$ cat config.mk
export PLATFORM = sky130hd
export DESIGN_NAME = burst_read_seq
export DESIGN_NICKNAME = d
export VERILOG_FILES = /design/src/rtl/bsr_pkg.sv /design/src/rtl/bsr_cfg_reg.sv /design/src/rtl/bsr_edge_sel.sv /design/src/rtl/bsr_relatch_det.sv /design/src/rtl/bsr_seq.sv /design/src/rtl/burst_read_seq.sv
export SDC_FILE = /design/constraint.sdc
export NUM_CORES = 1
export LEC_CHECK = 0
export ABC_CLOCK_PERIOD_IN_PS = 4300
export BUFFER_PORTS_ARGS = -buffer_cell sky130_fd_sc_hd__buf_2
export CORE_MARGIN = 1.5
export CORE_UTILIZATION = 57
export DETAILED_ROUTE_END_ITERATION = 10
export GPL_ROUTABILITY_DRIVEN = 0
export GPL_TIMING_DRIVEN = 0
export PLACE_DENSITY = 0.94
export SYNTH_ARGS = -nofsm -noshare
export SYNTH_HDL_FRONTEND = slang
export SYNTH_SLANG_ARGS = --single-unit
$ cat constraint.sdc
create_clock -name clk -period 4.3 [get_ports clk]
set_clock_uncertainty 0.1 [all_clocks]
set_input_delay 0.645 -clock clk [delete_from_list [all_inputs] [get_ports clk]]
set_output_delay 0.645 -clock clk [all_outputs]
set_load 0.02 [all_outputs]
$ cat src/rtl/bsr_pkg.sv
package bsr_pkg;

  localparam int CFG_W = 16;
  localparam logic [CFG_W-1:0] CFG_RESET = 16'h28D0;

  localparam int B_ASYNC  = 15;
  localparam int B_LAT_HI = 13;
  localparam int B_LAT_LO = 11;
  localparam int B_POL    = 10;
  localparam int B_HOLD   = 9;
  localparam int B_EARLY  = 8;
  localparam int B_RISE   = 6;
  localparam int B_READY  = 4;

  localparam int LAT_W = B_LAT_HI - B_LAT_LO + 1;
  localparam logic [LAT_W-1:0] LAT_MIN = LAT_W'(2);

  typedef enum logic [1:0] {
    ST_IDLE = 2'd0,
    ST_LAT  = 2'd1,
    ST_DATA = 2'd2
  } seq_st_e;

  typedef struct packed {
    logic             async_rd;
    logic [LAT_W-1:0] lat;
    logic             wait_hi;
    logic             hold2;
    logic             wait_early;
    logic             rise_edge;
    logic             ready_mode;
  } cfg_t;

  function automatic cfg_t cfg_decode(input logic [CFG_W-1:0] raw);
    cfg_t c;
    c.async_rd   = raw[B_ASYNC];
    c.lat        = raw[B_LAT_HI:B_LAT_LO];
    c.wait_hi    = raw[B_POL];
    c.hold2      = raw[B_HOLD];
    c.wait_early = raw[B_EARLY];
    c.rise_edge  = raw[B_RISE];
    c.ready_mode = raw[B_READY];
    return c;
  endfunction

  function automatic logic [LAT_W-1:0] lat_clamp(input logic [LAT_W-1:0] code);
    return (code < LAT_MIN) ? LAT_MIN : code;
  endfunction

endpackage

$ cat src/rtl/bsr_cfg_reg.sv
module bsr_cfg_reg
  import bsr_pkg::*;
(
  input  logic             clk,
  input  logic             rst,
  input  logic             we_i,
  input  logic [CFG_W-1:0] wdata_i,
  output cfg_t             cfg_o
);

  cfg_t cfg_q;

  // Only decoded fields are stored; the remaining bits are don't-care.
  always_ff @(posedge clk) begin
    if (rst) begin
      cfg_q <= cfg_decode(CFG_RESET);
    end else if (we_i) begin
      cfg_q <= cfg_decode(wdata_i);
    end
  end

  logic unused_cfg_bits;
  assign unused_cfg_bits = ^{wdata_i[14], wdata_i[7], wdata_i[5], wdata_i[3:0]};

  assign cfg_o = cfg_q;

endmodule

$ cat src/rtl/bsr_edge_sel.sv
module bsr_edge_sel (
  input  logic clk,
  input  logic rst,
  input  logic kclk_i,
  input  logic rise_i,
  output logic tick_o
);

  logic kclk_d;

  always_ff @(posedge clk) begin
    if (rst) begin
      kclk_d <= 1'b0;
    end else begin
      kclk_d <= kclk_i;
    end
  end

  // One-cycle enable on the selected bus-clock transition.
  assign tick_o = rise_i ? (kclk_i & ~kclk_d) : (~kclk_i & kclk_d);

endmodule

$ cat src/rtl/bsr_relatch_det.sv
module bsr_relatch_det (
  input  logic clk,
  input  logic rst,
  input  logic enable_i,
  input  logic pin_i,
  input  logic consume_i,
  output logic pend_o
);

  logic pin_d;
  logic armed;
  logic pend;

  always_ff @(posedge clk) begin
    if (rst) begin
      pin_d <= 1'b0;
      armed <= 1'b0;
      pend  <= 1'b0;
    end else begin
      pin_d <= pin_i;
      if (!enable_i) begin
        armed <= 1'b0;
        pend  <= 1'b0;
      end else begin
        if (pin_d && !pin_i) begin
          armed <= 1'b1;
        end else if (armed && !pin_d && pin_i) begin
          armed <= 1'b0;
        end
        if (consume_i) begin
          pend <= 1'b0;
        end else if (armed && !pin_d && pin_i) begin
          pend <= 1'b1;
        end
      end
    end
  end

  assign pend_o = pend;

endmodule

$ cat src/rtl/bsr_seq.sv
module bsr_seq
  import bsr_pkg::*;
#(
  parameter int AW = 12,
  parameter int DW = 16
) (
  input  logic          clk,
  input  logic          rst,
  input  cfg_t          cfg_i,
  input  logic          tick_i,
  input  logic          ce_i,
  input  logic          adv_i,
  input  logic          relatch_i,
  input  logic [AW-1:0] addr_i,
  input  logic [DW-1:0] arr_data_i,
  output logic [AW-1:0] arr_addr_o,
  output logic [DW-1:0] dq_o,
  output logic          rw_out_o,
  output logic          rw_oe_o,
  output logic          latch_o
);

  seq_st_e          st;
  logic [LAT_W-1:0] cnt;
  logic [AW-1:0]    cur;
  logic             ph;
  logic [DW-1:0]    dq;
  logic             wait_act;
  cfg_t             snap;

  assign latch_o    = ce_i && !cfg_i.async_rd && tick_i && (adv_i || relatch_i);
  assign arr_addr_o = cfg_i.async_rd ? addr_i : cur;

  always_ff @(posedge clk) begin
    if (rst) begin
      st       <= ST_IDLE;
      cnt      <= '0;
      cur      <= '0;
      ph       <= 1'b0;
      dq       <= '0;
      wait_act <= 1'b0;
      snap     <= cfg_decode(CFG_RESET);
    end else if (!ce_i) begin
      st       <= ST_IDLE;
      dq       <= '0;
      wait_act <= 1'b0;
      ph       <= 1'b0;
    end else if (cfg_i.async_rd) begin
      st       <= ST_IDLE;
      dq       <= arr_data_i;
      wait_act <= 1'b0;
    end else if (latch_o) begin
      st       <= ST_LAT;
      cnt      <= lat_clamp(cfg_i.lat);
      cur      <= addr_i;
      dq       <= '0;
      wait_act <= 1'b1;
      ph       <= 1'b0;
      snap     <= cfg_i;
    end else if (tick_i) begin
      case (st)
        ST_LAT: begin
          if (cnt == LAT_W'(1)) begin
            st       <= ST_DATA;
            dq       <= arr_data_i;
            cur      <= cur + AW'(1);
            ph       <= 1'b0;
            wait_act <= 1'b0;
          end else begin
            cnt      <= cnt - LAT_W'(1);
            wait_act <= snap.wait_early ? (cnt > LAT_W'(2)) : 1'b1;
          end
        end
        ST_DATA: begin
          if (snap.hold2 && !ph) begin
            ph <= 1'b1;
          end else begin
            dq  <= arr_data_i;
            cur <= cur + AW'(1);
            ph  <= 1'b0;
          end
        end
        default: begin
          st <= ST_IDLE;
        end
      endcase
    end
  end

  assign dq_o     = dq;
  assign rw_oe_o  = (st != ST_IDLE) && !snap.ready_mode;
  assign rw_out_o = snap.wait_hi ? wait_act : ~wait_act;

endmodule

$ cat src/rtl/burst_read_seq.sv
module burst_read_seq
  import bsr_pkg::*;
#(
  parameter int AW = 12,
  parameter int DW = 16
) (
  input  logic             clk,
  input  logic             rst,
  input  logic             kclk_i,
  input  logic             ce_i,
  input  logic             adv_i,
  input  logic [AW-1:0]    addr_i,
  input  logic             cfg_we_i,
  input  logic [CFG_W-1:0] cfg_wdata_i,
  output logic [AW-1:0]    arr_addr_o,
  input  logic [DW-1:0]    arr_data_i,
  output logic [DW-1:0]    dq_o,
  input  logic             rw_in_i,
  output logic             rw_out_o,
  output logic             rw_oe_o
);

  cfg_t cfg_live;
  logic tick;
  logic relatch_pend;
  logic latch;
  logic async_live;

  assign async_live = cfg_live.async_rd;

  bsr_cfg_reg cfg_i (
    .clk     (clk),
    .rst     (rst),
    .we_i    (cfg_we_i),
    .wdata_i (cfg_wdata_i),
    .cfg_o   (cfg_live)
  );

  bsr_edge_sel edge_i (
    .clk    (clk),
    .rst    (rst),
    .kclk_i (kclk_i),
    .rise_i (cfg_live.rise_edge),
    .tick_o (tick)
  );

  bsr_relatch_det relatch_i (
    .clk       (clk),
    .rst       (rst),
    .enable_i  (cfg_live.ready_mode),
    .pin_i     (rw_in_i),
    .consume_i (latch),
    .pend_o    (relatch_pend)
  );

  bsr_seq #(.AW(AW), .DW(DW)) seq_i (
    .clk        (clk),
    .rst        (rst),
    .cfg_i      (cfg_live),
    .tick_i     (tick),
    .ce_i       (ce_i),
    .adv_i      (adv_i),
    .relatch_i  (relatch_pend),
    .addr_i     (addr_i),
    .arr_data_i (arr_data_i),
    .arr_addr_o (arr_addr_o),
    .dq_o       (dq_o),
    .rw_out_o   (rw_out_o),
    .rw_oe_o    (rw_oe_o),
    .latch_o    (latch)
  );

endmodule

==> results.cfg, run 1 <==
[sta]
setup_viol_count_final = 0
finalWorstSetupSlack_ns = 1.76
setup_tns_ns = 0
worstMarginPinSlew_ns = 0.699
rsz0062_at_grt = no
max_freq_mhz = 394
finalMaxSlewViolations = 0
slew_headroom = 0.534
post-route-period-util = 0.590
period_needed_ns = 2.54
hold_viol = 0

[global_route]
antenna_found_initial = 0
grt_first_pass_wirelength_mm = 12.4
overflow = 0
grtUsageTotal = 0.282
grt_max_degree = 17
grt_pass1_vias = 2748

[clock_network]
cts-resized-gates = 0
cts_root_buf = clkbuf_8
clock_path_buffers = 2
cts_buffers = 5
post_cts_buffers = 0
clkTransAtPathRegs_ns = 0.09
worstSkewPairLatency_ns = 0.31
cts.sinks = 52
cts.htree.levels = 2
cts_tree = yes
hold_buffers = 0

[floorplanning]
die_h_um = 75.8
ioPinCount = 81
rows = 26
start_util = 0.592
dieArea_um2 = 5750
core_um2 = 5110
die_w_um = 75.8

[place]
dp_hpwl_mm = 5.61
pre_cts_ws_ns = 1.69
post-place-cells = 462
io_buffers = 71

[finish]
stdcell_count = 470
area_growth_pct = 18.3
fin_nets = 457
final_cell_mix = 77 x buf_2, 52 x dfxtp_1, 47 x nand2_1, 37 x mux2i_1, 23 x nand3_1
diodes = 0
drive_gt1_frac = 0.325
final_common_cell = buf_2
fill_cells = 390

[setup_path]
cp-start-kind = flop
crit_path_end = arr_addr_o[9]
crit_path_end_kind = output pin
rr_worst_depth = 7
rr_endpoint = seq_i.cur[7]
r2r-start = seq_i.st[1]
cp_max_fo = 10
cp.arrival_ns = 1.79
criticalPathCategory = flop to output pin
rrSetupSlack_ns = 1.98
required_ns = 3.56
startpoint = cfg_i.cfg_o[8]

[detailed_routing]
dr_wl_met3_um = 651
drt_iter0_markers = 265
wl_met2_mm = 3.90
drtAntennaViolNets = 0
route.detailed.drc = 0
drt-wirelength-per-cell_um = 16.8
top_layer = met4
wl_met1_mm = 3.09
dr.pass1.iters = 7
viasPerCell = 6.11
vias = 2874
totalWireLength_mm = 7.90

[synthesis]
syn_area_um2 = 3020
synth_ff_type = dfxtp_1
ys_seq_elements = 52
syn_area_per_cell_um2 = 9.42
ys.warnings.count = 0
syn-num-nets = 379
yosysSeqAreaShare = 0.344
yosys.cell_types.count = 53
synth_cells = 321
async_flop_share = 0
synth_edf_count = 0

[run_status]
status = completed

[flow_run]
drv_cap = 0

[pwr]
ir_drop_mv = 0.215
leakagePower_nw = 1.55
power_density_nw_per_um2 = 283

[min_path]
hp-class = flop to flop
==> registers in the layout, summed over array words and instances (netlist names) <==
register	count
relatch_i.pend_o	1
cfg_i.cfg_o	9
seq_i.ph	1
relatch_i.armed	1
seq_i.st	2
relatch_i.pin_d	1
seq_i.cnt	3
seq_i.snap	4
edge_i.kclk_d	1
seq_i.cur	12
seq_i.wait_act	1
seq_i.dq_o	16
==> worst max-delay path, cell delays in order (launching register included) <==
cell      delay, ns
dfxtp_1        0.32
buf_4          0.19
clkbuf_1       0.43
mux2_2         0.39
buf_2          0.16
==> worst min-delay path by stage <==
stage	cells after the start	to	startpoint
2_1_floorplan	2	seq_i.snap[3]	cfg_i.cfg_o[3]
3_3_place_gp	2	seq_i.dq_o[0]	seq_i.dq_o[0]
3_5_place_dp	2	seq_i.dq_o[3]	seq_i.dq_o[3]
4_1_cts	2	seq_i.dq_o[8]	seq_i.dq_o[8]
5_1_grt	2	seq_i.dq_o[8]	seq_i.dq_o[8]
6_report	2	seq_i.dq_o[8]	seq_i.dq_o[8]
==> metrics by stage <==
stage	hold WS (ns)	total power [mW]	utilization	area [um2]
after floorplan	0.331	0.618	-	3020
after global placement	0.341	0.666	0.679	3470
after detailed placement	0.354	0.673	0.679	3470
after CTS	0.364	1.01	0.700	3580
after global routing	0.387	1.05	0.700	3580
final	0.361	1.01	0.700	3580
==> Yosys cell counts, types with 4 or more instances <==
| library cell | instances | area [um2] |
|---|---|---|
| a2111oi_2 | 10 | 150 |
| dfxtp_1 | 52 | 1040 |
| a21oi_1 | 5 | 25.0 |
| buf_2 | 6 | 30.0 |
| nor3_1 | 4 | 20.0 |
| nand4_1 | 4 | 25.0 |
| ha_1 | 7 | 87.6 |
| or2_2 | 4 | 25.0 |
| o21ai_0 | 6 | 30.0 |
| inv_1 | 12 | 45.0 |
| clkbuf_1 | 11 | 41.3 |
| o32ai_2 | 10 | 163 |
| mux2i_1 | 37 | 370 |
| or3_1 | 4 | 25.0 |
| nor2b_1 | 4 | 25.0 |
| mux2_2 | 11 | 124 |
| nand3_1 | 23 | 115 |
| nor4_1 | 4 | 25.0 |
| nor2_1 | 12 | 45.0 |
| nand2_1 | 47 | 176 |
==> where the power goes <==
part / internal (mW) / switching (mW)
logic: 0.0641 / 0.0968
registers: 0.495 / 0.00902
clock network: 0.176 / 0.170
total: 0.735 / 0.275
==> per-layer routing <==
metal	GRT usage	vias up
met5	0	-
met4	0.129	0
met3	0.0767	38
met2	0.473	165
met1	0.336	1341
li1	-	1330
==> layout make-up <==
cell class	count	area (um2)	area share
repair buffers	71	355	0.0993
well taps	70	87.6	0.0245
inverters	12	45.0	0.0126
clock buffers	6	72.6	0.0203
clock inverters	2	38.8	0.0108
multi-input cells	233	1810	0.506
flip-flops and latches	52	1040	0.291
plain buffers	24	128	0.0357
==> kinds of logic (layout without fill, tap and decap cells) <==
| family | count (synthesis) | after routing | synth area share |
|---|---|---|---|
| and+or+nand+nor | 122 | 122 | 0.203 |
| adders and majority gates | 7 | 7 | 0.0290 |
| buffers and inverters | 36 | 115 | 0.0571 |
| muxes | 48 | 48 | 0.163 |
| AOI/OAI and AO/OA | 55 | 55 | 0.200 |
| xor gates and xnor gates | 1 | 1 | 0.00290 |
| DFF | 52 | 52 | 0.344 |
(Power assumes the default switching activity.)
==> run 2, diff against run 1 <==
--- a/config.mk
+++ b/config.mk
@@ -5,14 +5,15 @@
 export SDC_FILE = /design/constraint.sdc
 export NUM_CORES = 1
 export LEC_CHECK = 0
-export ABC_CLOCK_PERIOD_IN_PS = 4300
+export ABC_AREA = 1
+export ABC_CLOCK_PERIOD_IN_PS = 2200
 export BUFFER_PORTS_ARGS = -buffer_cell sky130_fd_sc_hd__buf_2
 export CORE_MARGIN = 1.5
-export CORE_UTILIZATION = 57
+export CORE_UTILIZATION = 47
 export DETAILED_ROUTE_END_ITERATION = 10
 export GPL_ROUTABILITY_DRIVEN = 0
 export GPL_TIMING_DRIVEN = 0
-export PLACE_DENSITY = 0.94
+export PLACE_DENSITY = 0.84
 export SYNTH_ARGS = -nofsm -noshare
 export SYNTH_HDL_FRONTEND = slang
 export SYNTH_SLANG_ARGS = --single-unit
==> constraint.sdc (replaced) <==
create_clock -name clk -period 2.2 [get_ports clk]
set_clock_uncertainty 0.1 [all_clocks]
set_input_delay 0.33 -clock clk [delete_from_list [all_inputs] [get_ports clk]]
set_output_delay 0.33 -clock clk [all_outputs]
set_load 0.02 [all_outputs]
==> run 2 against run 1 <==
Sequential power increased by 98%. Via count grew 5.1%. First-iteration DRC count is 43% lower. Cell area down 2.1%. Die area grew 17%. Register-to-register slack lost 1.5 ns. Cell count up 35%.
==> results.cfg, run 2 <==
[run_status]
status = completed

[detailed_routing]
wl_met1_mm = 3.04
totalWireLength_mm = 6.79
viasPerCell = 4.77
dr.pass1.iters = 4
route.detailed.drc = 0
dr_wl_met3_um = 312
drt_iter0_markers = 152
top_layer = met4
vias = 3021
drtAntennaViolNets = 0
drt-wirelength-per-cell_um = 10.7
wl_met2_mm = 3.30

[pwr]
leakagePower_nw = 1.94
ir_drop_mv = 0.362
power_density_nw_per_um2 = 582

[min_path]
hp-class = input pin to flop
hold_start = cfg_wdata_i[11]

[global_route]
grtUsageTotal = 0.209
overflow = 0
grt_max_degree = 17
antenna_found_initial = 0
grt_pass1_vias = 2617
grt_first_pass_wirelength_mm = 11.0

[setup_path]
startpoint = cfg_i.cfg_o[8]
crit_path_end_kind = output pin
criticalPathCategory = flop to output pin
path_cells = clkbuf_1, nand2_1, o21ai_0, buf_2
critPathBufInv = 2
critPathSlowestCell = dfxtp_1
cp_max_fo = 10
required_ns = 1.77
r2r-start = seq_i.st[1]
critPathMaxStageDelay_ns = 0.43
rrSetupSlack_ns = 0.49
cp.arrival_ns = 1.48
cp-start-kind = flop
crit_family = buffers and inverters

[floorplanning]
die_w_um = 82.1
ioPinCount = 81
die_h_um = 82.1
rows = 28
core_um2 = 5990
dieArea_um2 = 6730
start_util = 0.490

[synthesis]
ys_seq_elements = 52
synth_cells = 478
synth_ff_type = dfxtp_1
yosysSeqAreaShare = 0.354
synth_edf_count = 0
syn_area_um2 = 2940
synth.area.top_cells = dfxtp_1 35%, nand2_1 21%, nor2_1 11%
synth.most_common_cell = nand2_1
syn-num-nets = 536
synth_top_cell_area_share = 0.354
ys.warnings.count = 0
yosys.cell_types.count = 31
async_flop_share = 0
synth_top_area_cell = dfxtp_1
synth_common_cells = 162 x nand2_1, 84 x nor2_1, 67 x inv_1
syn_area_per_cell_um2 = 6.15

[sta]
rsz0062_at_grt = no
finalMaxSlewViolations = 0
setup_tns_ns = 0
post-route-period-util = 0.869
finalWorstSetupSlack_ns = 0.289
holdWs_ns = 0.131
period_needed_ns = 1.91
setup_viol_count_final = 0
hold_viol = 0
max_freq_mhz = 523
slew_headroom = 0.518
worstMarginPinSlew_ns = 0.721

[finish]
largest_register_ff_count = 16
final_util = 0.585
stdcell_count = 633
drive_gt1_frac = 0.186
diodes = 0
area_growth_pct = 19.3
final_cell_mix = 162 x nand2_1, 84 x nor2_1, 77 x buf_2, 67 x inv_1, 52 x dfxtp_1
final_common_cell = nand2_1
fin_nets = 615

[clock_network]
post_cts_buffers = 0
cts-resized-gates = 0
hold_buffers = 0
clkTransAtPathRegs_ns = 0.10
cts.htree.levels = 2
cts.sinks = 52
cts_root_buf = clkbuf_8
clock_path_buffers = 2
worstSkewPairLatency_ns = 0.31
cts_buffers = 5
cts_tree = yes

[place]
dp_hpwl_mm = 5.21
pre_cts_ws_ns = 0.437
post-place-cells = 625
io_buffers = 72

[flow_run]
drv_cap = 0
run 2: changes by cell type after synthesis, sizes merged, moves of 6 or more:
cell	change
o21ai	+27
mux2	-11
o32ai	-11
a21oi	+11
nand2	+117
clkbuf	-6
nor2	+74
a2111oi	-12
mux2i	-37
inv	+57
run 2: cell families after synthesis:
| group | after synthesis | synth area share |
|---|---|---|
| compound gates | 54 | 0.101 |
| xor+xnor | 3 | 0.00895 |
| fa+ha+maj | 7 | 0.0298 |
| buf+inv | 88 | 0.132 |
| flops | 52 | 0.354 |
| simple gates | 274 | 0.374 |
run 2: final timing paths:
kind / endpoint / cells past startpoint
worst min-delay path: cfg_i.cfg_o[5] / 3
worst max register to register: seq_i.cur[9] / 9
worst min register to register: cfg_i.cfg_o[5] / 2
worst max-delay path: arr_addr_o[4] / 4
run 2: power by group:
group | switching [mW] | total [mW] | internal [mW] | leakage [nW]
Sequential | 0.0223 | 1.00 | 0.980 | 0.424
Combinational | 0.232 | 0.368 | 0.137 | 1.47
Clock | 0.333 | 0.670 | 0.337 | 0.0541
run 2: layout make-up:
type,count,area [um2]
multi-input combinational,338,1510
buffer,18,126
fill,592,2490
tap,75,93.8
sequential,52,1040
timing repair buffer,72,360
clock buffer,5,68.8
inverter,70,263
clock inverter,3,42.5
run 2: per-stage QoR:
stage	total power, mW	instance area (um2)
6_report	2.04	3500
2_1_floorplan	1.27	2940
4_1_cts	2.06	3500
5_1_grt	2.14	3500
3_5_place_dp	1.39	3390
3_3_place_gp	1.38	3390
run 2: tightest hold or removal path, stage by stage:
cell	delay [ns]
buf_2	0.08
nand2_1	0.04
nand3_1	0.07
run 2: metal layers:
layer | vias up | global-route usage
li1 | 1602 | -
met1 | 1339 | 0.249
met2 | 69 | 0.368
met3 | 11 | 0.0400
met4 | 0 | 0.0763
met5 | - | 0
